<file path="config.mk">
export PLATFORM = sky130hd
export DESIGN_NAME = quad_line_avg
export DESIGN_NICKNAME = d
export VERILOG_FILES = /design/src/rtl/lna_pkg.sv /design/src/rtl/lna_ctrl.sv /design/src/rtl/lna_datapath.sv /design/src/rtl/quad_line_avg.sv
export SDC_FILE = /design/constraint.sdc
export NUM_CORES = 2
export LEC_CHECK = 0
export BUFFER_PORTS_ARGS = -buffer_cell sky130_fd_sc_hd__buf_4
export CAP_MARGIN = 20
export CELL_PAD_IN_SITES_DETAIL_PLACEMENT = 2
export CELL_PAD_IN_SITES_GLOBAL_PLACEMENT = 2
export CORE_MARGIN = 1.5
export CORE_UTILIZATION = 39
export DETAILED_ROUTE_END_ITERATION = 8
export PLACE_DENSITY = 0.86
export SETUP_SLACK_MARGIN = 0.5
export SYNTH_ARGS = -nofsm -noshare
export SYNTH_HDL_FRONTEND = slang
export SYNTH_SLANG_ARGS = --single-unit
</file>
<file path="constraint.sdc">
create_clock -name clk -period 9.7 [get_ports clk]
set_input_delay 0.97 -clock clk [delete_from_list [all_inputs] [get_ports clk]]
set_output_delay 0.97 -clock clk [all_outputs]
set_load 0.005 [all_outputs]
</file>
<file path="src/rtl/lna_pkg.sv">
package lna_pkg;
  localparam int LNA_CH    = 8;
  localparam int LNA_SLOTS = 4;
  localparam int CH_W      = $clog2(LNA_CH);
  localparam int SLOT_W    = $clog2(LNA_SLOTS);
  localparam int FILL_W    = $clog2(LNA_SLOTS + 1);

  typedef struct packed {
    logic              accept;
    logic              passThru;
    logic              clrAll;
    logic [CH_W-1:0]   chan;
    logic [SLOT_W-1:0] slot;
    logic              nowFilled;
  } lnaStrobe_t;
endpackage

</file>
<file path="src/rtl/lna_ctrl.sv">
module lna_ctrl
  import lna_pkg::*;
(
  input  logic                 clk,
  input  logic                 rst_n,
  input  logic                 restart,
  input  logic                 inValid,
  input  logic [CH_W-1:0]      inChan,
  input  logic                 bypass,
  output lnaStrobe_t           st
);
  logic [LNA_CH-1:0][SLOT_W-1:0] wrPtr;
  logic [LNA_CH-1:0][FILL_W-1:0] fillCnt;

  always_comb begin
    st.clrAll    = restart;
    st.accept    = inValid && !restart && !bypass;
    st.passThru  = inValid && !restart && bypass;
    st.chan      = inChan;
    st.slot      = wrPtr[inChan];
    st.nowFilled = (fillCnt[inChan] >= FILL_W'(LNA_SLOTS - 1));
  end

  always_ff @(posedge clk or negedge rst_n) begin
    if (!rst_n) begin
      wrPtr   <= '0;
      fillCnt <= '0;
    end else if (restart) begin
      wrPtr   <= '0;
      fillCnt <= '0;
    end else if (st.accept) begin
      wrPtr[inChan] <= wrPtr[inChan] + SLOT_W'(1);
      if (fillCnt[inChan] < FILL_W'(LNA_SLOTS))
        fillCnt[inChan] <= fillCnt[inChan] + FILL_W'(1);
    end
  end

  // bypassed or idle cycles leave write positions and fill counts alone
  p_hold_state_r6: assert property (@(posedge clk) disable iff (!rst_n)
    (!st.accept && !restart) |=> ($stable(wrPtr) && $stable(fillCnt)));

  // restart empties every channel's fill count
  p_restart_clear_r7: assert property (@(posedge clk) disable iff (!rst_n)
    restart |=> (fillCnt == '0 && wrPtr == '0));

  generate
    for (genvar c = 0; c < LNA_CH; c++) begin : g_bound
      // fill count saturates at the slot count
      p_fill_bound_r5: assert property (@(posedge clk) disable iff (!rst_n)
        fillCnt[c] <= FILL_W'(LNA_SLOTS));
    end
  endgenerate
endmodule

</file>
<file path="src/rtl/lna_datapath.sv">
module lna_datapath
  import lna_pkg::*;
#(
  parameter int SAMP_W = 24,
  localparam int SUM_W = SAMP_W + 2
) (
  input  logic                     clk,
  input  logic                     rst_n,
  input  lnaStrobe_t               st,
  input  logic signed [SAMP_W-1:0] inData,
  output logic                     outValid,
  output logic [CH_W-1:0]          outChan,
  output logic signed [SUM_W-1:0]  outSum,
  output logic                     outFilled
);
  logic signed [SAMP_W-1:0] slotMem [LNA_CH][LNA_SLOTS];
  logic signed [SUM_W-1:0]  windowSum;

  function automatic logic signed [SUM_W-1:0] widen(input logic signed [SAMP_W-1:0] v);
    return {{(SUM_W - SAMP_W){v[SAMP_W-1]}}, v};
  endfunction

  always_comb begin
    windowSum = '0;
    for (int s = 0; s < LNA_SLOTS; s++) begin
      if (SLOT_W'(s) == st.slot) windowSum = windowSum + widen(inData);
      else                       windowSum = windowSum + widen(slotMem[st.chan][s]);
    end
  end

  always_ff @(posedge clk or negedge rst_n) begin
    if (!rst_n) begin
      for (int c = 0; c < LNA_CH; c++)
        for (int s = 0; s < LNA_SLOTS; s++)
          slotMem[c][s] <= '0;
    end else if (st.clrAll) begin
      for (int c = 0; c < LNA_CH; c++)
        for (int s = 0; s < LNA_SLOTS; s++)
          slotMem[c][s] <= '0;
    end else if (st.accept) begin
      slotMem[st.chan][st.slot] <= inData;
    end
  end

  always_ff @(posedge clk or negedge rst_n) begin
    if (!rst_n) begin
      outValid  <= 1'b0;
      outChan   <= '0;
      outSum    <= '0;
      outFilled <= 1'b0;
    end else begin
      outValid <= st.accept || st.passThru;
      if (st.accept || st.passThru) begin
        outChan   <= st.chan;
        outSum    <= st.passThru ? widen(inData) : windowSum;
        outFilled <= st.passThru ? 1'b1 : st.nowFilled;
      end
    end
  end

  // a full-scale window of either sign stays inside the sum range
  p_no_overflow_r3: assert property (@(posedge clk) disable iff (!rst_n)
    outValid |-> (outSum <= $signed(SUM_W'(LNA_SLOTS) * widen({1'b0, {(SAMP_W-1){1'b1}}}))
               && outSum >= $signed(SUM_W'(LNA_SLOTS) * widen({1'b1, {(SAMP_W-1){1'b0}}}))));
endmodule

</file>
<file path="src/rtl/quad_line_avg.sv">
module quad_line_avg
  import lna_pkg::*;
#(
  parameter int SAMP_W = 24
) (
  input  logic                     clk,
  input  logic                     rst_n,
  input  logic                     restart,
  input  logic                     inValid,
  input  logic [CH_W-1:0]          inChan,
  input  logic signed [SAMP_W-1:0] inData,
  input  logic                     bypass,
  output logic                     outValid,
  output logic [CH_W-1:0]          outChan,
  output logic signed [SAMP_W+1:0] outSum,
  output logic                     outFilled
);
  lnaStrobe_t st;

  lna_ctrl u_ctrl (
    .clk(clk), .rst_n(rst_n), .restart(restart), .inValid(inValid),
    .inChan(inChan), .bypass(bypass), .st(st)
  );

  lna_datapath #(.SAMP_W(SAMP_W)) u_dp (
    .clk(clk), .rst_n(rst_n), .st(st), .inData(inData),
    .outValid(outValid), .outChan(outChan), .outSum(outSum), .outFilled(outFilled)
  );

  // accepted result appears one clock later on its own channel
  p_latency_r2: assert property (@(posedge clk) disable iff (!rst_n)
    (inValid && !restart) |=> (outValid && outChan == $past(inChan)));

  // no input, no output strobe
  p_idle_r2: assert property (@(posedge clk) disable iff (!rst_n)
    !inValid |=> !outValid);

  // bypass passes the result through sign-extended, flagged filled
  p_bypass_r6: assert property (@(posedge clk) disable iff (!rst_n)
    (inValid && bypass && !restart) |=>
      (outSum == {{2{$past(inData[SAMP_W-1])}}, $past(inData)} && outFilled));

  // a result in a restart cycle is dropped
  p_restart_drop_r7: assert property (@(posedge clk) disable iff (!rst_n)
    restart |=> !outValid);
endmodule

</file>
==> metrics <==
Worst-Skew Late Latency approximately 0.71 ns; Period Utilization, post-route approximately 90%; Cell Rows 123; Ports between 60 and 70; final setup fails 0; top cells by instance count after synthesis 1743 x nand2_1, 989 x a21oi_1, 839 x dfrtp_1, 390 x clkbuf_1, 165 x nor2_1; Clock transition at path regs ~0.060 ns; post-DP HPWL approximately 130000 µm; crit-path max FO 25; pin count of the biggest net entering global routing ~190; number of synthesized flops with an enable pin 0; gr ovfl total 0; cts bufs inserted 96; DRT iter0 DRCs roughly 4600; CP Data Arrival Time approximately 9.3 ns; final wirelength 222000 µm; final worst path period need 8.68 ns; required time of the critical path between 10 and 15 ns; Initial Util about two fifths; outcome complete, no violations; CP most frequent cell a21oi_1; Hold Crit Class input port to async pin; Static Leak 20.7 nW; setup bufs post-CTS 0; CP endpoint kind register; core area around 110000 µm²; setup TNS 0 ns; Switching Fraction ~30%; Clk pwr share between 40 and 50%; worst hold margin ~0.31 ns; library cells used by synthesis 80; RSZ-0062 raised after global routing yes; via count approximately 44000; root buffer selected by CTS clkbuf_16; DRT Pass-1 Iters 6; Residual DRC 0; CP bufs+invs 3; Comb pwr share between 10% and 20%; CTS Sinks about 840; PortBufs 62; vias in the first global route 48000; register area share after synthesis a little under half; CTS tree done; Async S/R FF share, synth 100%; share of cells above drive strength 1 approximately a tenth; top cell type's share of synthesized area a little under half; kind of critical path input port to register; die boundary width ~340 µm; Seq cells post-synth ~840; ys flop type dfrtp_1; fill count 12200; top post-synthesis cells by area dfrtp_1 48%, nand2_1 15%, a21oi_1 11%; biggest area consumer among synthesized cells dfrtp_1; Power Dens Cells ~180 nW/µm²; headroom to the max-slew limit a little over a quarter; max-slew violations 0; area grow syn2layout 11.8%; crit path max-delay cell type buf_4; Max Fclk roughly 120 MHz; final count of hold timing violations 0; max-cap violation count 0; number of nets in the layout between 5000 and 6000; die extent in y 340 µm; Synth Instances between 5000 and 6000; P_int ~0.0062 W; sequential fraction of design power 40.3%; initial antenna violation count 17; top-count cell post-synth nand2_1; Die Footprint between 100000 and 150000 µm²; Synth warnings 0; synthesized net count roughly 5400; routability cong. around 1; All-Layer GR Usage a little under two fifths; clk buf depth 3; remaining antenna violation count 0; first-pass GRT wire length 327000 µm; Synth Area per Inst approximately 8.3 µm²; Slew @ Worst Pin 1.09 ns; vias per std cell 6.53; Mapped Area between 40000 and 50000 µm²; Startpoint Class input port; routed len/inst roughly 33 µm; cts-stage hold buffer count 0; sw power roughly 0.0027 W; CTS H-tree lvls 3; Crit path max-delay family compound AO/OA/AOI/OAI gates; Largest stage delay, worst path approximately 0.48 ns; Clock Skew 0.0290 ns; largest vdd supply drop about 0.12 mV
-- flip-flops by register name, indices dropped and copies added (netlist names) --
signal,flops
u_dp.slotMem,768
u_dp.outSum,26
u_ctrl.fillCnt,24
u_ctrl.wrPtr,16
u_dp.outChan,3
u_dp.outFilled,1
u_dp.outValid,1
-- cell type report --
type                            instances  area (µm²)  area share, %
Tap cell                             1500        1880           3.80
Sequential cell                       839       21000           42.5
Timing Repair Buffer                  226        1860           3.76
Clock inverter                         36         373          0.755
Inverter                               56         210          0.426
Multi-Input combinational cell       3933       21100           42.7
Antenna cell                            6        15.0         0.0304
Clock buffer                          143        2940           5.95
-- per-layer routing --
metal  vias to the layer above  GRT usage (%)  wire (µm)
li1                      17700              -          -
met4                        24           24.9      15400
met2                      2414           58.6     100000
met1                     23100           48.0      85700
met3                       835           8.41      20300
met5                         -              0        159
-- kinds of logic after synthesis --
family	count (synthesis)	share of synthesized area, %
compound gates	1501	19.6
fa+ha+maj	90	2.60
flops	839	47.5
buf+inv	542	4.95
simple gates	2079	18.6
mux	203	5.51
xor+xnor	60	1.22
-- power by group through the flow --
stage	sequential [W]	combinational (W)	clock [W]
2_1_floorplan	0.00363	0.000760	0
3_3_place_gp	0.00365	0.00132	0
3_5_place_dp	0.00365	0.00135	0
4_1_cts	0.00359	0.00137	0.00394
5_1_grt	0.00359	0.00148	0.00406
6_report	0.00359	0.00141	0.00392
-- placed cells by master, fill, tap and decap left out, types with 25 or more instances in the layout --
cell,instances
a211oi_1,45
nand2_1,1743
o22ai_1,39
mux2i_1,99
a22o_1,36
nand3_1,25
a221oi_1,51
nand2b_1,28
clkbuf_8,26
and3_1,27
clkbuf_16,101
a21oi_1,989
nor3_1,37
dfrtp_1,839
xnor2_1,34
xor2_1,25
buf_4,211
nor2_1,148
a21o_1,26
ha_1,83
mux2_2,80
o221ai_1,32
a22oi_1,46
inv_1,54
o21ai_0,136
-- worst register-to-register path, delay by kind of cell, from the launching register on --
family                     cells  cell delay (ns)
AOI/OAI and AO/OA             19             4.36
and+or+nand+nor                6             1.32
adders and majority gates      4             1.61
xor gates and xnor gates       2             0.34
DFF                            1             0.40
-- path summary, 6_finish.rpt --
path / start / to / slack (ns) / cells past startpoint
max: inChan[2] / u_dp.outSum[21] / 1.02 / 34
min: rst_n / u_dp.slotMem[533] / 0.31 / 1
min in group clk: u_dp.outSum[18] / u_dp.outSum[18] / 0.50 / 2
max reg2reg: u_ctrl.wrPtr[5] / u_dp.outSum[21] / 1.58 / 31
min reg2reg: u_dp.outSum[18] / u_dp.outSum[18] / 0.50 / 2
max in group asynchronous: rst_n / u_dp.slotMem[692] / 7.09 / 3
-- per-stage QoR --
step / std cells / power (W) / worst slack [ns] / area, µm² / util, %
6_report: 6739 / 0.00892 / 1.02 / 49400 / 43.9
5_1_grt: 6733 / 0.00913 / 0.477 / 49300 / 43.9
4_1_cts: 6733 / 0.00889 / 1.06 / 49300 / 43.9
3_5_place_dp: 6554 / 0.00500 / 0.386 / 46000 / 41.0
3_3_place_gp: 6552 / 0.00497 / 0.631 / 46000 / 40.9
2_1_floorplan: 5314 / 0.00439 / 0.748 / 44200 / -
-- timing repair --
| item | 4_1_cts | 5_1_grt |
|---|---|---|
| resized for setup | 0 | 5 |
| setup endpoints to repair | 0 | 5 |
| hold endpoints to repair | 0 | 0 |
(Power assumes the default switching activity.)
